--- src/rtl/lane_pair_mode_ctrl.sv ---
module lane_pair_mode_ctrl #(
  parameter int STRAP_HOLD = 10,
  parameter int NLANES     = 4
) (
  input  logic              clk,
  input  logic              rst_n,
  input  logic              strap_i,
  input  logic              wr_en_i,
  input  logic              wr_mode_i,
  input  logic              wr_pd_wide_i,
  input  logic              wr_pd_narrow_i,
  input  logic              err_clr_i,
  input  logic [NLANES-1:0] lane_fault_i,
  output logic              strap_valid_o,
  output logic              strap_width_o,
  output logic              mode_o,
  output logic [1:0]        even_width_o,
  output logic [1:0]        even_route_o,
  output logic              odd_up_o,
  output logic              pd_even_o,
  output logic              pd_odd_o,
  output logic              err_o
);
  localparam int CW = $clog2(STRAP_HOLD + 1);

  logic [CW-1:0] cnt_q;
  logic strap_q, valid_q, lat_q, tgt_q, act_q, pdw_q, pdn_q, err_q;

  wire both_pd = pdw_q & pdn_q;
  wire chg     = wr_en_i & (wr_mode_i != tgt_q);
  wire ok      = chg & both_pd & valid_q;
  wire bad     = chg & ~ok;
  wire pwr_up  = wr_en_i & both_pd & ~(wr_pd_wide_i & wr_pd_narrow_i);
  wire [CW-1:0] cnt_nx = (cnt_q == '0 || strap_i != strap_q) ? CW'(1) : cnt_q + 1'b1;

  always_ff @(posedge clk or negedge rst_n) begin
    if (!rst_n) begin
      cnt_q <= '0; strap_q <= 1'b0; valid_q <= 1'b0; lat_q <= 1'b0;
      tgt_q <= 1'b1; act_q <= 1'b1; pdw_q <= 1'b0; pdn_q <= 1'b0; err_q <= 1'b0;
    end else begin
      if (!valid_q) begin
        strap_q <= strap_i;
        cnt_q   <= cnt_nx;
        if (cnt_nx == CW'(STRAP_HOLD)) begin
          valid_q <= 1'b1;
          lat_q   <= strap_i;
          tgt_q   <= strap_i;
          act_q   <= strap_i;
        end
      end
      if (ok) tgt_q <= wr_mode_i;
      if (pwr_up) act_q <= ok ? wr_mode_i : tgt_q;
      if (wr_en_i) begin
        pdw_q <= wr_pd_wide_i;
        pdn_q <= wr_pd_narrow_i;
      end
      if (bad) err_q <= 1'b1;
      else if (err_clr_i) err_q <= 1'b0;
    end
  end

  wire all_ok = ~|lane_fault_i;
  wire a_ok   = ~lane_fault_i[0];
  wire b_ok   = ~lane_fault_i[1];

  always_comb begin
    even_width_o = 2'b00;
    even_route_o = 2'b00;
    if (valid_q && !pdw_q) begin
      if (act_q) begin
        even_width_o = a_ok ? 2'b01 : 2'b00;
      end else if (all_ok) begin
        even_width_o = 2'b10;
        even_route_o = 2'b10;
      end else if (a_ok) begin
        even_width_o = 2'b01;
      end else if (b_ok) begin
        even_width_o = 2'b01;
        even_route_o = 2'b01;
      end
    end
  end

  assign strap_valid_o = valid_q;
  assign strap_width_o = lat_q;
  assign mode_o        = act_q;
  assign odd_up_o      = valid_q & act_q & ~pdn_q & b_ok;
  assign pd_even_o     = pdw_q;
  assign pd_odd_o      = pdn_q | ~act_q;
  assign err_o         = err_q;

  assert_latch_value_R2: assert property (@(posedge clk) disable iff (!rst_n)
    $rose(strap_valid_o) |-> (strap_width_o == $past(strap_i) && mode_o == $past(strap_i)));

  assert_strap_frozen_R4: assert property (@(posedge clk) disable iff (!rst_n)
    $past(strap_valid_o) |-> $stable(strap_width_o));

  assert_mode_guard_R5: assert property (@(posedge clk) disable iff (!rst_n)
    ($past(strap_valid_o) && mode_o != $past(mode_o)) |-> $past(pd_even_o && pdn_q));

  assert_err_source_R6: assert property (@(posedge clk) disable iff (!rst_n)
    $rose(err_o) |-> $past(wr_en_i));

  assert_quad_odd_off_R7: assert property (@(posedge clk) disable iff (!rst_n)
    (strap_valid_o && !mode_o) |-> (pd_odd_o && !odd_up_o));

  assert_full_width_R7: assert property (@(posedge clk) disable iff (!rst_n)
    (strap_valid_o && !mode_o && !pd_even_o && lane_fault_i == '0) |-> even_width_o == 2'b10);
endmodule

--- config.mk ---
export PLATFORM = sky130hd
export DESIGN_NAME = lane_pair_mode_ctrl
export DESIGN_NICKNAME = d
export VERILOG_FILES = /design/src/rtl/lane_pair_mode_ctrl.sv
export SDC_FILE = /design/constraint.sdc
export NUM_CORES = 1
export LEC_CHECK = 0
export ABC_AREA = 0
export BUFFER_PORTS_ARGS = -buffer_cell sky130_fd_sc_hd__buf_2
export CORE_MARGIN = 5
export CORE_UTILIZATION = 44
export CTS_CLUSTER_SIZE = 20
export DETAILED_ROUTE_END_ITERATION = 12
export PLACE_DENSITY = 0.79
export SETUP_SLACK_MARGIN = 0.5
export SLEW_MARGIN = 15
export SYNTH_ARGS = -nofsm -noshare
export SYNTH_HDL_FRONTEND = slang
export SYNTH_SLANG_ARGS = --single-unit
--- constraint.sdc ---
create_clock -name clk -period 3.7 [get_ports clk]
set_input_delay 0.185 -clock clk [delete_from_list [all_inputs] [get_ports clk]]
set_output_delay 0.185 -clock clk [all_outputs]
set_load 0.02 [all_outputs]
Word level (Yosys, flattened, before mapping)
Cells that the tools add are included.

Register bits: 12. Bits of input ports: 12. Output and inout bits: 11. Word-level logic and storage cells: 64.

Add/subtract/negate cells: 1. Eq/ne operators: 5. Multiplexer cells: 20. Bitwise logic cells: 18. Reductions and logical operators: 11.

Operator list (count): 1-bit 2-to-1 mux (13); 2-bit 2-to-1 mux (6); 1-bit bitwise AND (11); 1-bit inverter (6); 2-bit AND reduction (3); 2-bit nonzero test (3); 4-bit by 1-bit adder with 4-bit output, second input constant (1); 4-bit == test, second input constant (1); 4-bit logical NOT (1); 4-bit 2-to-1 mux (1); 2-bit by 1-bit != test with 1-bit output, second input constant (2); 4-bit OR reduction (1); 1-bit != test (2); 1-bit logical AND (1); 1-bit logical NOT (1); 1-bit logical OR (1); 1-bit OR (1).

Longest topological paths before layout
Depth after elaboration: 7. Depth in mapped cells: 6. Gate-level depth less buffers: 6.

Worst setup path before layout
No wires, ideal clock.

Path type: register to output. From: register valid_q (netlist: strap_valid_o). To: output port even_width_o[1]. Arrival: 1.706 ns. Data required time: 3.515 ns. Path slack: 1.809 ns. Stages on the path, launching flop included: 4. Path buffers: 1. Cell sequence: dfrtp_1 > nand2b_1 > nor4_1 > buf_4.

Longest elaborated chain between the ends: 2.

Ends and longest elaborated chain: start, declared (RTL line 27) `logic strap_q, valid_q, lat_q, tgt_q, act_q, pdw_q, pdn_q, err_q;`; start signal, assigned (RTL line 38) `cnt_q <= '0; strap_q <= 1'b0; valid_q <= 1'b0; lat_q <= 1'b0;`; start signal, assigned (RTL line 45) `valid_q <= 1'b1;`; 1-bit logical AND (RTL line 69) `if (valid_q && !pdw_q) begin`; 2-bit 2-to-1 mux (RTL line 69); end, declared (RTL line 17) `output logic [1:0] even_width_o,`.

No other way between the ends.

Final worst setup path
From: register valid_q (netlist: strap_valid_o). To: output port even_route_o[1].

Longest elaborated chain between the ends: 2.

Ends and longest elaborated chain: 1-bit logical AND (RTL line 69); 2-bit 2-to-1 mux (RTL line 69); end, declared (RTL line 18) `output logic [1:0] even_route_o,`.

No other way between the ends.

==> flow_results.org <==
** Placed design
- Worst setup timing slack at the placement stage :: 2.065 ns
- Buffers placed on the I/O ports in this run total 22.
- Placer Congestion :: 0.8077
- Placed wire-length estimate :: 1084 microns

** Critical path
- Worst r2r path cells :: 6
- Setup crit end kind :: output port
- For this design, the slowest cell found on the critical path is dfrtp_1.
- Across all register-to-register paths, the minimum setup slack is 2.05 ns.
- The largest single stage delay on the critical path is 0.66 ns.
- In this run the critical register-to-register path is captured at strap_width_o.
- Type of the worst setup path :: reg2out
- Largest delay contributor family on the critical path :: flip-flops
- The critical path goes through nand2b_1 > nor4_1 > buf_2.
- STA puts the critical path data arrival time at 1.63 ns.
- Required time reported for the critical path endpoint :: 3.51 ns
- Critical Path Start Type :: flop
- Together, buffers and inverters on the worst path number 1.
- Launch instance of the worst register-to-register path :: cnt_q[0]
- Max Fanout on Critical Path :: 15

** Die
- Total number of placement rows :: 14
- The die is 50.37 microns wide.
- Area inside the core boundary :: 1524 sq um
- Die Height :: 50.37 microns
- Die footprint :: 2537 sq um
- For this design the top-level I/O count stands at 23.
- Initial core utilization :: 47.04%

** Final layout
- For this run, the post-layout net count is 109.
- Total of fill cells in the finished design :: 125
- The repair_antennas step left the layout with diodes totalling 0.
- Area growth from synthesis to layout :: 21.64%
- Share of post-route cells with drive strength above 1 :: 39.36%

** STA
- Final Hold Fails :: 0
- Setup violations remaining at the end of the flow were counted as 0.
- Fin crit share :: 49.13%
- Final setup margin :: 1.882 ns
- Adding up every negative setup slack in the final design gives 0 ns.
- Across the routed clock network, the largest skew measured is 0.007158 ns.
- Setup repair after global routing missed its margin :: no
- For the pin with the worst max-slew slack, the measured transition is 0.5008 ns.
- The number of pins with negative max-slew slack in the final report is 0.
- Measured against its own limit, the worst slew margin works out to 66.61%.
- After layout, the minimum clock period comes to 1.818 ns.
- Timing would allow up to 0.5502 GHz.

** Synthesis
- Most common flop cell mapped by yosys :: dfrtp_1
- Fraction of the yosys area taken by sequential cells :: 42.23%
- dfrtp_1 is the most common cell in the netlist.
- Main area contributors after synthesis :: dfrtp_1 35%, dfstp_2 7.3%, mux2_2 4.7%
- Fraction of registers with async set or reset after synthesis :: 100.0%
- In this run, distinct cell masters in the synthesized netlist total 34.
- Cell type with the highest aggregate area in the netlist :: dfrtp_1
- Leading cell types by count after synthesis :: 10 x dfrtp_1, 5 x nand2_1, 5 x nor2_1, 5 x o21ai_0, 4 x nand3_1
- Number of instances in the synthesized netlist :: 69
- Synthesis inferred 12 register bits.
- Counting flops with a built-in enable in the synthesized netlist gives 0.
- Avg Cell Area, Syn :: 10.39 sq um
- Share of the synthesized area in the top cell type :: 34.90%
- Synthesized Nets :: 83
- Total of warnings raised by yosys :: 0
- Synth Cell Area :: 716.9 sq um

** Global routing
- Antenna violations before repair :: 0
- The first global-routing pass estimated 2484 microns of wire.
- The total overflow left after global routing is 0.
- The number of global-route vias before repair is 575.
- In the global route stage, overall resource usage came out at 12.69%.
- Entering global routing, the biggest net connects 16 pins.

** Drt
- Via-to-Cell Ratio :: 5.391
- Final ANT Viol Nets :: 0
- The first routing iteration left 8 violations.
- Before antenna repair, the detailed router went through 4 iterations.
- Via total after detailed routing :: 593
- In the final routed layout, each cell accounts on average for 12.68 microns.
- For this run, design rule violations remaining after detail routing come to 0.
- Wires add up to 1395 microns.

** CTS
- Worst-path clk slew :: 0.08 ns
- No sink is reached through more buffers than the 2 on the longest clock path.
- In this run, CTS created clock tree buffers numbering 3.
- The clock net in this run drives a total of 12 sinks.
- The clock reaches the later pin of the worst-skew pair after 0.27 ns.
- Cell chosen for the clock root :: clkbuf_4
- In this run the number of H-tree levels came out at 1.
- TritonCTS built the clock tree.

** Worst hold path
- Cell depth of the worst hold path :: 2
- The worst hold path belongs to the class in2reg.
- The startpoint identified for the worst hold timing path is err_clr_i.
- The worst hold path terminates at err_o.

** Power and ir drop
- Total power density per cell area :: 601.9 nW/um^2
- In this run the static leakage power is 0.4356 nW.
- Across the VDD grid, the largest voltage drop is 396.7 uV.

** Job
- Maximum capacitance violations :: 0

** Run status
- The run finished with clean final reports.
-- sequential cells by signal (all words and copies together) (netlist names) --
signal         count
cnt_q              4
err_o              1
mode_o             1
pd_even_o          1
pdn_q              1
strap_q            1
strap_valid_o      1
strap_width_o      1
tgt_q              1
-- worst max-delay path by stage --
| stage | cells past startpoint | slack [ns] | to | start |
|---|---|---|---|---|
| floorplan | 3 | 1.81 | even_width_o[1] | strap_valid_o |
| global placement | 6 | 2.12 | strap_width_o | cnt_q[0] |
| detailed placement | 6 | 2.06 | strap_width_o | cnt_q[0] |
| CTS | 3 | 1.89 | even_route_o[1] | strap_valid_o |
| global route | 3 | 1.72 | even_route_o[1] | strap_valid_o |
| finish | 3 | 1.88 | even_route_o[1] | strap_valid_o |
-- power breakdown --
group          leakage, nW  internal [mW]  switching (mW)
clock network       0.0150         0.0417          0.0420
registers            0.147          0.175          0.0546
logic                0.274         0.0925           0.119
-- cell type report --
type | instances | area, sq um | area share [%]
clock buffers | 4 | 26.28 | 3.013
inverters | 3 | 11.26 | 1.291
multi-input cells | 52 | 391.6 | 44.91
flip-flops and latches | 12 | 302.8 | 34.72
well taps | 16 | 20.02 | 2.296
repair buffers | 23 | 120.1 | 13.77
-- repair_timing --
item / in CTS / in global routing
hold endpoints to repair: 10 / 0
endpoints found under the setup margin: 0 / 0
hold buffers: 1 / 0
setup buffers: 0 / 0
resized for setup: 0 / 0
-- layer usage --
layer	up-vias	global-route usage [%]	wire, microns
met5	-	0	0
met4	0	9.787	44
met3	4	2.071	20
met2	6	19.67	691
met1	281	15.56	639
li1	302	-	-
-- stage by stage --
stage	utilization, %	instances	power, mW	area (sq um)	hold WS (ns)
final	57.23	110	0.5249	872.1	0.1069
after global routing	57.23	110	0.5689	872.1	0.1228
after CTS	57.23	110	0.5306	872.1	0.1018
after floorplan	-	69	0.3837	716.9	-0.1106
after detailed placement	54.84	105	0.4437	835.8	0.07404
after global placement	54.84	105	0.4378	835.8	0.07435
-- cells by family (layout without fill, tap and decap cells) --
kind of cell               after synthesis  after routing  share of synthesized area (%)
and+or+nand+nor                         27             27                          23.21
AOI/OAI and AO/OA                       14             14                          14.49
DFF                                     12             12                          42.23
muxes                                    5              5                          7.504
buffers and inverters                    5             30                          3.141
xor gates and xnor gates                 4              4                          5.935
adders and majority gates                2              2                          3.490
-- cell usage in the layout (no fill, tap or decap), drive strengths merged --
| master | n |
|---|---|
| xor2 | 3 |
| mux2i | 2 |
| nor4b | 1 |
| a21bo | 2 |
| nor2 | 5 |
| a21oi | 2 |
| a32o | 1 |
| dlygate4sd3 | 1 |
| a31oi | 1 |
| o21ai | 5 |
| clkbuf | 4 |
| ha | 2 |
| mux2 | 3 |
| buf | 22 |
| nand4 | 1 |
| or3 | 1 |
| a41o | 1 |
| nor3b | 2 |
| dfrtp | 10 |
| nor4 | 3 |
| xnor2 | 1 |
| nand2b | 2 |
| inv | 3 |
| dfstp | 2 |
| nand2 | 5 |
| a22o | 1 |
| a22oi | 1 |
| nor3 | 1 |
| nand3 | 5 |
| and3 | 1 |
No activity file was read; power rests on OpenSTA's default activity.
